<file path="config.mk">
export PLATFORM = sky130hd
export DESIGN_NAME = serial_switch_ctrl
export DESIGN_NICKNAME = d
export VERILOG_FILES = /design/src/rtl/serial_switch_ctrl_pkg.sv /design/src/rtl/ssc_sync.sv /design/src/rtl/ssc_shift.sv /design/src/rtl/ssc_bbm.sv /design/src/rtl/serial_switch_ctrl.sv
export SDC_FILE = /design/constraint.sdc
export NUM_CORES = 1
export LEC_CHECK = 0
export CORE_AREA = 4 4 46 88
export DETAILED_ROUTE_END_ITERATION = 16
export DIE_AREA = 0 0 50 92
export PLACE_DENSITY = 0.74
export SYNTH_ARGS = -nofsm -noshare
export SYNTH_HDL_FRONTEND = slang
export SYNTH_SLANG_ARGS = --single-unit
</file>
<file path="constraint.sdc">
create_clock -name clk -period 1.88 [get_ports clk]
set_clock_uncertainty 0.2 [all_clocks]
set_input_delay 0.376 -clock clk [delete_from_list [all_inputs] [get_ports clk]]
set_output_delay 0.376 -clock clk [all_outputs]
set_load 0.01 [all_outputs]
</file>
<file path="src/rtl/serial_switch_ctrl_pkg.sv">
// Shared types for the serial switch control register.
package serial_switch_ctrl_pkg;

    // Transfer sequencer phase: waiting, or holding the break gap.
    typedef enum logic {
        SEQ_IDLE = 1'b0,
        SEQ_GAP  = 1'b1
    } seq_state_e;

endpackage

</file>
<file path="src/rtl/ssc_sync.sv">
// Two-flop synchronizer for a bundle of asynchronous single-bit inputs.
// Assumes: each lane toggles slowly against clk; per-lane reset value given.
module ssc_sync #(
    parameter int              W       = 1,
    parameter logic [W-1:0]    RST_VAL = '0
) (
    input  logic         clk,
    input  logic         rst_n,
    input  logic [W-1:0] async_in,
    output logic [W-1:0] level
);

    for (genvar g = 0; g < W; g++) begin : g_lane
        logic meta, stable;

        // Two-stage capture of one asynchronous lane.
        always_ff @(posedge clk) begin
            if (!rst_n) begin
                meta   <= RST_VAL[g];
                stable <= RST_VAL[g];
            end else begin
                meta   <= async_in[g];
                stable <= meta;
            end
        end

        assign level[g] = stable;
    end

endmodule

</file>
<file path="src/rtl/ssc_shift.sv">
// Serial input register with chain output.
// Assumes: edge strobes are single-cycle and sck_rise/sck_fall never coincide.
module ssc_shift #(
    parameter int NSW = 8
) (
    input  logic           clk,
    input  logic           rst_n,
    input  logic           clr,
    input  logic           frame_low,
    input  logic           sck_rise,
    input  logic           sck_fall,
    input  logic           sdi_s,
    output logic [NSW-1:0] word,
    output logic           sdo
);

    // Shift on falling serial edges, present the MSB on rising ones.
    always_ff @(posedge clk) begin
        if (!rst_n || clr) begin
            word <= '0;
            sdo  <= 1'b0;
        end else if (frame_low) begin
            if (sck_fall) word <= {word[NSW-2:0], sdi_s};
            if (sck_rise) sdo  <= word[NSW-1];
        end
    end

endmodule

</file>
<file path="src/rtl/ssc_bbm.sv">
// Break-before-make sequencer driving the switch-enable lines.
// Assumes: GAP_CYC >= 1; start is a single-cycle strobe with new_word valid.
module ssc_bbm
    import serial_switch_ctrl_pkg::*;
#(
    parameter int NSW     = 8,
    parameter int GAP_CYC = 2
) (
    input  logic           clk,
    input  logic           rst_n,
    input  logic           clr,
    input  logic           start,
    input  logic [NSW-1:0] new_word,
    output logic [NSW-1:0] sw_en,
    output logic           busy
);

    localparam int CW = $clog2(GAP_CYC + 1);

    seq_state_e      state;
    logic [CW-1:0]   cnt;
    logic [NSW-1:0]  target;
    logic [NSW-1:0]  held_word;
    logic            held_valid;

    // Open leaving lines, wait the gap, then close arriving lines.
    always_ff @(posedge clk) begin
        if (!rst_n || clr) begin
            state      <= SEQ_IDLE;
            cnt        <= '0;
            target     <= '0;
            held_word  <= '0;
            held_valid <= 1'b0;
            sw_en      <= '0;
        end else begin
            case (state)
                SEQ_IDLE: begin
                    if (held_valid) begin
                        sw_en      <= sw_en & held_word;
                        target     <= held_word;
                        cnt        <= CW'(GAP_CYC);
                        state      <= SEQ_GAP;
                        held_valid <= start;
                        if (start) held_word <= new_word;
                    end else if (start) begin
                        sw_en  <= sw_en & new_word;
                        target <= new_word;
                        cnt    <= CW'(GAP_CYC);
                        state  <= SEQ_GAP;
                    end
                end
                default: begin
                    if (start) begin
                        held_valid <= 1'b1;
                        held_word  <= new_word;
                    end
                    if (cnt == CW'(1)) begin
                        sw_en <= target;
                        state <= SEQ_IDLE;
                    end else begin
                        cnt <= cnt - CW'(1);
                    end
                end
            endcase
        end
    end

    assign busy = (state == SEQ_GAP) || held_valid;

endmodule

</file>
<file path="src/rtl/serial_switch_ctrl.sv">
// Serial switch control register: synchronizes the serial pins, shifts
// the word in, and hands it to the break-before-make sequencer on the
// rising edge of frame_n.
// Assumes: sclk high and low phases each last at least three clk cycles.
module serial_switch_ctrl #(
    parameter int NSW     = 8,
    parameter int GAP_CYC = 2
) (
    input  logic           clk,
    input  logic           rst_n,
    input  logic           clr_n,
    input  logic           frame_n,
    input  logic           sclk,
    input  logic           sdi,
    output logic           sdo,
    output logic [NSW-1:0] sw_en,
    output logic           busy
);

    localparam int NPIN = 4;
    localparam logic [NPIN-1:0] PIN_IDLE = 4'b1100;

    logic [NPIN-1:0] pin_s;
    logic            frame_prev, sclk_prev;
    logic            clr_s, frame_hi_s, frame_rise_s;
    logic            sck_rise_s, sck_fall_s;
    logic [NSW-1:0]  shift_word;

    ssc_sync #(.W(NPIN), .RST_VAL(PIN_IDLE)) i_sync (
        .clk      (clk),
        .rst_n    (rst_n),
        .async_in ({clr_n, frame_n, sclk, sdi}),
        .level    (pin_s)
    );

    // Registered copies of frame and serial clock for edge detection.
    always_ff @(posedge clk) begin
        if (!rst_n) begin
            frame_prev <= 1'b1;
            sclk_prev  <= 1'b0;
        end else begin
            frame_prev <= pin_s[2];
            sclk_prev  <= pin_s[1];
        end
    end

    assign clr_s        = ~pin_s[3];
    assign frame_hi_s   = pin_s[2];
    assign frame_rise_s = pin_s[2] & ~frame_prev;
    assign sck_rise_s   = pin_s[1] & ~sclk_prev;
    assign sck_fall_s   = ~pin_s[1] & sclk_prev;

    ssc_shift #(.NSW(NSW)) i_shift (
        .clk       (clk),
        .rst_n     (rst_n),
        .clr       (clr_s),
        .frame_low (~frame_hi_s),
        .sck_rise  (sck_rise_s),
        .sck_fall  (sck_fall_s),
        .sdi_s     (pin_s[0]),
        .word      (shift_word),
        .sdo       (sdo)
    );

    ssc_bbm #(.NSW(NSW), .GAP_CYC(GAP_CYC)) i_bbm (
        .clk      (clk),
        .rst_n    (rst_n),
        .clr      (clr_s),
        .start    (frame_rise_s),
        .new_word (shift_word),
        .sw_en    (sw_en),
        .busy     (busy)
    );

endmodule

</file>
* Yosys cells after proc, flatten, opt, wreduce, memory -nomap -nowiden
Cells that the tools add are included.
Operators by class: bitwise gates (word level) 11, magnitude comparators 0, mux-type cells 20, eq/ne operators 4, reductions and logical operators 11, shift-type cells 0, add/subtract/negate cells 1, divide/modulo/power cells 0, multiply operators 0
Operator list (number):
- 2-to-1 mux 8 bit | 9
- bitwise AND 8 bit | 2
- AND reduction 2 bit | 5
- 2-to-1 mux 2 bit | 4
- 2-to-1 mux 1 bit | 7
- NOT 1 bit | 6
- inequality test 2 bit, second input constant | 2
- nonzero test 2 bit | 2
- bitwise AND 1 bit | 3
- nonzero test 3 bit | 1
- == test 2 x 1 -> 1 bit, second input constant | 1
- logical OR 1 bit | 2
- inequality test 2 x 1 -> 1 bit, second input constant | 1
- subtractor 2 x 1 -> 2 bit, second input constant | 1
- zero test 1 bit | 1
Word-level totals: output and inout bits 10, logic and storage cells 65, latch bits 0, register bits 47, input bits 6, bits in writable memories 0, bits in read-only memories 0, memories 0

* Longest topological paths before layout
Gate-level depths: netlist (run 1).
depth in word-level cells 5, depth in mapped cells 6, mapped depth without buffers 5

* Modules after synthesis
From an unflattened synthesis (run 1), not the netlist that was laid out.
Second synthesis, totals: cells, all modules 194, area, all modules 1955.6 sq um
Modules (own cells, without submodules):
- ssc_bbm | area each 1209.9 sq um, sequential area each 560.5 sq um, times used 1, cells an instance 123
- ssc_shift | area each 426.7 sq um, sequential area each 180.2 sq um, times used 1, cells an instance 42
- ssc_sync | area each 240.2 sq um, sequential area each 160.2 sq um, times used 1, cells an instance 20
- serial_switch_ctrl | area each 78.8 sq um, sequential area each 40.0 sq um, times used 1, cells an instance 9

* Least setup slack after synthesis (run 1)
No wires, ideal clock.
path type flip-flop to flip-flop, start register i_bbm.held_valid, end register i_bbm.held_word[0], setup time 0.128 ns, period minus slack after synthesis 1.451 ns, cell stages (with the launch flop) 7, data arrival time 1.124 ns, path buffers 2, data required time 1.552 ns, slack 0.429 ns, path through dfxtp_1 > buf_6 > or2_4 > nor2b_4 > buf_6 > mux2i_1 > nor2_1
On the way: cells in the longest elaborated chain, start to end 1
RTL lines:
- start: declaration | RTL line ssc_bbm.sv:24 | logic held_valid;
- start signal: assignment | RTL line ssc_bbm.sv:43 | held_valid <= start;
- nonzero test 2 bit (no source line)
- end signal: assignment | RTL line ssc_bbm.sv:44 | if (start) held_word <= new_word;
- end signal: assignment | RTL line ssc_bbm.sv:55 | held_word <= new_word;
- end: declaration | RTL line ssc_bbm.sv:23 | logic [NSW-1:0] held_word;
No other way between the ends. A chain may end at the register's enable or synchronous reset.

* Final worst setup path (run 1)
start register i_bbm.sw_en[5], end output port sw_en[5]
RTL lines:
- start: declaration | RTL line ssc_bbm.sv:14 | output logic [NSW-1:0] sw_en,
- start signal: assignment | RTL line ssc_bbm.sv:39 | sw_en <= sw_en & held_word;
- start signal: assignment | RTL line ssc_bbm.sv:46 | sw_en <= sw_en & new_word;
- start signal: assignment | RTL line ssc_bbm.sv:58 | sw_en <= target;
- end: declaration | RTL line serial_switch_ctrl.sv:16 | output logic [NSW-1:0] sw_en,
No word-level cell between the ends.

==> run_results.csv, run 1 <==
group,metric,value,unit
place,gp_congestion,0.7898,
timing,hold_violations,0,
pwr,max-vdd-ir-drop,549.6,uV
floorplan,dieArea,4600,sq um
setup_path,path_buf_inv,1,
global_route,antenna_found_initial,0,
setup_path,cp_slowest_cell,"clkdlybuf4s50_1",
global_route,use_met2,0.2838,
place,numPlacedInstances,245,
setup_path,cpLargestDelayFamily,"buffers and inverters",
cells_and_area,final-seq-area,940.9,sq um
pwr,p_leak,0.7409,nW
cells_and_area,final_nets,212,
timing,rsz0062_at_grt,"no",
setup_path,worst_r2r_path_depth,5,
global_route,grt_pass1_vias,1275,
floorplan,std_cell_rows,30,
clock_network,htree_levels,2,
cells_and_area,n_fill_cell,297,
route,drtPass1Iterations,4,
clock_network,worstSkewPairLatency,0.29,ns
clock_network,cts_tree,"built",
clock_network,cts_root_buffer,"clkbuf_8",
route,antenna_left,0,
timing,setup-violations-final,0,
clock_network,cts.sinks,47,
synthesis,ys_seq_area_frac,0.5222,
setup_path,endpoint_kind,"primary output",
job,cap_violations,0,
setup_path,critical_path_class,"reg -> out",
global_route,grt_max_degree,38,
setup_path,slowest_delay,0.54,ns
cells_and_area,final_area,2092,sq um
cells_and_area,multi_input_area,785.8,sq um
floorplan,start_util,0.5275,
cells_and_area,n_antenna_cell,0,
setup_path,ff2ff_setup_slack,0.24,ns
clock_network,clockBufferDepth,2,
synthesis,avgSynthCellArea,9.687,sq um
clock_network,hold_buffers,0,
place,dp_hpwl,2.390,mm
floorplan,core_area,3416,sq um
setup_path,r2r-start,"i_bbm.held_valid$_SDFFE_PP0P_",
worst_hold_path,worstHoldPathType,"reg -> reg",
timing,layout_min_cycle_time,1.775,ns
setup_path,crit_chain,"clkdlybuf4s50_1",
global_route,use_met1,0.1537,
global_route,met3_usage,0.04065,
clock_network,cts_buffers,5,
setup_path,endpoint,"sw_en[5]",
cells_and_area,drive_above_1_share,0.1127,
setup_path,cp.required,1.30,ns
setup_path,cp_max_fo,3,
timing,setup_tns,0,ns
route,drt_iter0_markers,24,
route,wl_per_cell,12.47,um
cells_and_area,final_cell_mix,"dfxtp_1 (47), nor2_1 (40), mux2i_1 (18), clkdlybuf4s50_1 (14), and2_1 (12)",
timing,worst_slew_pin_slew,0.5055,ns
synthesis,ys_seq_elements,47,
floorplan,die_w,50,um
setup_path,cp.depth,1,
synthesis,yosysUniqueCellTypes,27,
synthesis,syn_nets,194,
floorplan,io_pins,16,
floorplan,die_h,92,um
outcome,status,"finished clean",
timing,holdWs,0.2250,ns
place,placed_cell_area,2006,sq um
route,num_vias,1302,
route,wirelength,3.142,mm
setup_path,rr_endpoint,"i_bbm.sw_en[3]$_SDFFE_PP0P_",
timing,drv_slew,0,
setup_path,crit_start,"i_bbm.sw_en[5]$_SDFFE_PP0P_",
global_route,grt_busiest_layer,"met2",
cells_and_area,final_core_util,0.6125,
timing,clock.fmax,563.5,MHz
pwr,power.density,804.6,nW/um^2
synthesis,synth_area,1802,sq um
clock_network,cts.reportedPaths.clkPinSlew,0.08,ns
synthesis,syn_inst,186,
cells_and_area,area_growth,16.11,%
timing,final.period_utilization,0.9440,
cells_and_area,final_cells,252,
route,via_per_inst,5.167,
setup_path,start_kind,"register",
place,portBuffers,15,
global_route,overflow,0,
timing,slew-limit-headroom,0.6630,
global_route,track_usage,0.1561,
cells_and_area,layout_commonest_cell,"dfxtp_1",
global_route,grt_pass1_wl,5.520,mm
route,drt_drc_violations_left,0,
setup_path,worstPathArrival,1.20,ns
synthesis,yosys_warnings,0,
-- flip-flops by register name, summed over array words and instances, names as in the netlist --
register and count:
i_bbm.held_word 8, i_bbm.target 8, i_bbm.cnt 2, i_bbm.sw_en 8
i_sync.g_lane.stable 4, sclk_prev 1, i_shift.word 8, i_sync.g_lane.meta 4
i_bbm.held_valid 1, i_bbm.state 1, i_shift.sdo 1, frame_prev 1
-- power by group --
| group | internal, mW | switching, mW | total [mW] |
|---|---|---|---|
| Clock | 0.288 | 0.303 | 0.591 |
| Combinational | 0.0357 | 0.0388 | 0.0745 |
| Sequential | 1.01 | 0.00754 | 1.02 |
-- kinds of logic after synthesis --
kind of cell / after synthesis / share of synthesized area
AND/OR/NAND/NOR: 89 / 0.2431
flip-flops: 47 / 0.5222
multiplexers: 18 / 0.1000
AO/OA/AOI/OAI: 17 / 0.07916
buffers and inverters: 13 / 0.04166
adder cells (fa/ha/maj): 2 / 0.01389
-- area by class of cell --
cell class	instances	share of cell area
Clock buffer	6	0.03947
Clock inverter	1	0.002392
Inverter	3	0.005383
Multi-Input combinational cell	126	0.3756
Sequential cell	47	0.4498
Tap cell	48	0.02871
Timing Repair Buffer	21	0.09868
-- metrics by stage --
stage                     power [mW]  setup slack, ns
after floorplan                1.087           0.4288
after global placement         1.112           0.2211
after detailed placement       1.117           0.1315
after CTS                      1.701          0.09512
after global routing           1.755          0.06087
final                          1.683           0.1053
-- Yosys cell counts (all sizes together) --
| library cell | count | share of area |
|---|---|---|
| clkbuf | 4 | 0.0083 |
| nor3 | 6 | 0.017 |
| nor2 | 40 | 0.083 |
| a21o | 1 | 0.0083 |
| dfxtp | 47 | 0.52 |
| nor4 | 6 | 0.021 |
| a31oi | 2 | 0.0069 |
| inv | 3 | 0.0062 |
| and2 | 12 | 0.042 |
| a211oi | 6 | 0.033 |
| ha | 2 | 0.014 |
| nand2 | 10 | 0.021 |
| nor3b | 1 | 0.0042 |
| mux2i | 18 | 0.10 |
| a21oi | 5 | 0.014 |
| nor2b | 1 | 0.0076 |
| a22oi | 2 | 0.0083 |
| nand3 | 4 | 0.011 |
| or2 | 2 | 0.0083 |
| nand2b | 7 | 0.028 |
| buf | 6 | 0.027 |
| a311oi | 1 | 0.0083 |
-- timing repair --
item / 4_1_cts / 5_1_grt
buffers inserted: 0 / 0
resized for setup: 1 / 0
endpoints found under the setup margin: 1 / 0
-- metal layers --
| metal | up-vias | routed length [um] | share of wire |
|---|---|---|---|
| met2 | 30 | 1750 | 0.56 |
| met5 | - | 0 | 0 |
| met4 | 0 | 96 | 0.031 |
| met3 | 11 | 111 | 0.035 |
| met1 | 603 | 1184 | 0.38 |
| li1 | 658 | - | - |
-- worst min-delay path by stage --
stage / endpoint / slack, ns / depth (start not counted) / from
floorplan: i_sync.g_lane[2].stable$_SDFF_PN1_ / 0.19 / 1 / i_sync.g_lane[2].meta$_SDFF_PN1_
global placement: i_sync.g_lane[2].stable$_SDFF_PN1_ / 0.19 / 1 / i_sync.g_lane[2].meta$_SDFF_PN1_
detailed placement: i_sync.g_lane[3].stable$_SDFF_PN1_ / 0.21 / 1 / i_sync.g_lane[3].meta$_SDFF_PN1_
CTS: i_sync.g_lane[2].stable$_SDFF_PN1_ / 0.23 / 1 / i_sync.g_lane[2].meta$_SDFF_PN1_
global route: i_sync.g_lane[3].stable$_SDFF_PN1_ / 0.25 / 1 / i_sync.g_lane[3].meta$_SDFF_PN1_
finish: i_sync.g_lane[2].stable$_SDFF_PN1_ / 0.22 / 1 / i_sync.g_lane[2].meta$_SDFF_PN1_
Note: power is estimated with default switching activity, not from simulation.
==> run 2, diff against run 1 <==
--- a/config.mk
+++ b/config.mk
@@ -5,10 +5,10 @@
 export SDC_FILE = /design/constraint.sdc
 export NUM_CORES = 1
 export LEC_CHECK = 0
-export CORE_AREA = 4 4 46 88
+export CORE_AREA = 4 4 86 48
 export DETAILED_ROUTE_END_ITERATION = 16
-export DIE_AREA = 0 0 50 92
-export PLACE_DENSITY = 0.74
+export DIE_AREA = 0 0 90 52
+export PLACE_DENSITY = 0.75
 export SYNTH_ARGS = -nofsm -noshare
 export SYNTH_HDL_FRONTEND = slang
 export SYNTH_SLANG_ARGS = --single-unit
==> run_results.csv, run 2 (synthesized netlist as in run 1, its figures left out) <==
group,metric,value,unit
place,dp_worst_setup_slack,0.1551,ns
floorplan,die_w,90,um
timing,holdWs,0.2180,ns
global_route,track_usage,0.1637,
floorplan,dieArea,4680,sq um
cells_and_area,final_cell_mix,"dfxtp_1 (47), nor2_1 (40), mux2i_1 (18), clkdlybuf4s50_1 (14), and2_1 (12)",
pwr,net-switching-power,0.3926,mW
job,cap_violations,0,
pwr,power.density,872.8,nW/um^2
floorplan,die_h,52,um
setup_path,cp_max_fo,3,
floorplan,io_pins,16,
route,wl_per_cell,14.09,um
setup_path,cpLargestDelayFamily,"buffers and inverters",
global_route,overflow,0,
setup_path,crit_chain,"clkdlybuf4s50_1",
timing,setup_slack,0.09661,ns
pwr,clkPwrFrac,0.404,
timing,layout_min_cycle_time,1.783,ns
timing,final.period_utilization,0.9486,
timing,rsz0062_at_grt,"no",
route,drt_iter0_markers,62,
clock_network,clockBufferDepth,2,
timing,setup_tns,0,ns
timing,worst_slew_pin_slew,0.5322,ns
clock_network,cts.sinks,47,
route,drt_drc_violations_left,0,
place,dp_hpwl,2.437,mm
pwr,p_leak,0.7465,nW
route,antenna_left,0,
worst_hold_path,worstHoldPathType,"reg -> reg",
global_route,grt_pass1_vias,1297,
setup_path,start_kind,"register",
global_route,antenna_found_initial,0,
setup_path,cp.required,1.30,ns
clock_network,cts.reportedPaths.clkPinSlew,0.09,ns
cells_and_area,final_core_util,0.6328,
pwr,netSwitchingFraction,0.2140,
setup_path,worstPathArrival,1.21,ns
global_route,grt_pass1_wl,5.885,mm
pwr,sequentialPowerShare,0.555,
route,drtPass1Iterations,4,
clock_network,cts_root_buffer,"clkbuf_8",
pwr,max-vdd-ir-drop,432.1,uV
floorplan,std_cell_rows,15,
clock_network,cts_tree,"built",
place,portBuffers,15,
route,wirelength,3.466,mm
cells_and_area,final_nets,211,
timing,setup-violations-final,0,
cells_and_area,drive_above_1_share,0.1127,
cells_and_area,layout_commonest_cell,"dfxtp_1",
timing,drv_slew,0,
pwr,p_int,1.442,mW
timing,clock.fmax,560.7,MHz
pwr,p_comb_frac,0.041,
route,via_per_inst,5.435,
floorplan,start_util,0.5424,
timing,hold_violations,0,
clock_network,worstSkewPairLatency,0.30,ns
setup_path,cp_slowest_cell,"clkdlybuf4s50_1",
setup_path,path_buf_inv,1,
cells_and_area,area_growth,16.67,%
timing,slew-limit-headroom,0.6452,
cells_and_area,n_antenna_cell,0,
setup_path,endpoint_kind,"primary output",
route,num_vias,1337,
clock_network,cts_buffers,5,
outcome,status,"finished clean",
floorplan,core_area,3322,sq um
place,gp_congestion,0.7764,
setup_path,critical_path_class,"reg -> out",
clock_network,htree_levels,2,
setup_path,slowest_delay,0.54,ns
global_route,grt_max_degree,38,
run 2: final timing paths:
kind                                     from                            endpoint  slack, ns  depth (start not counted)
min          i_sync.g_lane[3].meta$_SDFF_PN1_  i_sync.g_lane[3].stable$_SDFF_PN1_       0.22                          1
max reg2reg     i_bbm.held_valid$_SDFFE_PP0P_        i_bbm.target[4]$_SDFFE_PP0P_       0.18                          5
min reg2reg  i_sync.g_lane[3].meta$_SDFF_PN1_  i_sync.g_lane[3].stable$_SDFF_PN1_       0.22                          1
max               i_bbm.sw_en[6]$_SDFFE_PP0P_                            sw_en[6]        0.1                          1
run 2: power groups by stage:
stage	registers [mW]	logic, mW	clock network [mW]
6_report	1.02	0.0756	0.741
5_1_grt	1.02	0.0832	0.789
4_1_cts	1.02	0.0757	0.756
3_5_place_dp	1.04	0.0763	0
3_3_place_gp	1.04	0.0724	0
2_1_floorplan	1.04	0.0484	0
run 2: stage by stage:
step | area [sq um] | cells | power (mW)
global route | 2102 | 246 | 1.891
global placement | 1991 | 238 | 1.112
floorplan | 1802 | 186 | 1.087
detailed placement | 1991 | 238 | 1.118
CTS | 2102 | 246 | 1.849
finish | 2102 | 246 | 1.835
run 2: per-layer routing:
metal  vias up  wire (um)  GRT usage
met5         -          0          0
met4         0         70    0.08629
met3         9        204    0.05491
met2        34       1584     0.2843
met1       633       1607     0.1833
li1        661          -          -
run 2: repair_timing:
item                                   CTS  global route
resized for setup                        1             0
setup endpoints to repair                1             0
setup buffers                            0             0
hold buffers                             0             0
endpoints found under the hold margin    0             0
run 2: area by class of cell:
type                            instances  area (sq um)
Tap cell                               42         52.55
Inverter                                3         11.26
Multi-Input combinational cell        126         785.8
Clock buffer                            5         68.82
Sequential cell                        47         940.9
Timing Repair Buffer                   20         198.9
Clock inverter                          3         43.79
Fill cell                             268          1220
==> run 3, diff against run 2 <==
--- a/config.mk
+++ b/config.mk
@@ -9,6 +9,7 @@
 export DETAILED_ROUTE_END_ITERATION = 16
 export DIE_AREA = 0 0 90 52
 export PLACE_DENSITY = 0.75
+export SLEW_MARGIN = 20
 export SYNTH_ARGS = -nofsm -noshare
 export SYNTH_HDL_FRONTEND = slang
 export SYNTH_SLANG_ARGS = --single-unit
==> results of run 3 <==
The final DEF is identical to that of run 2; final timing and power are the same.
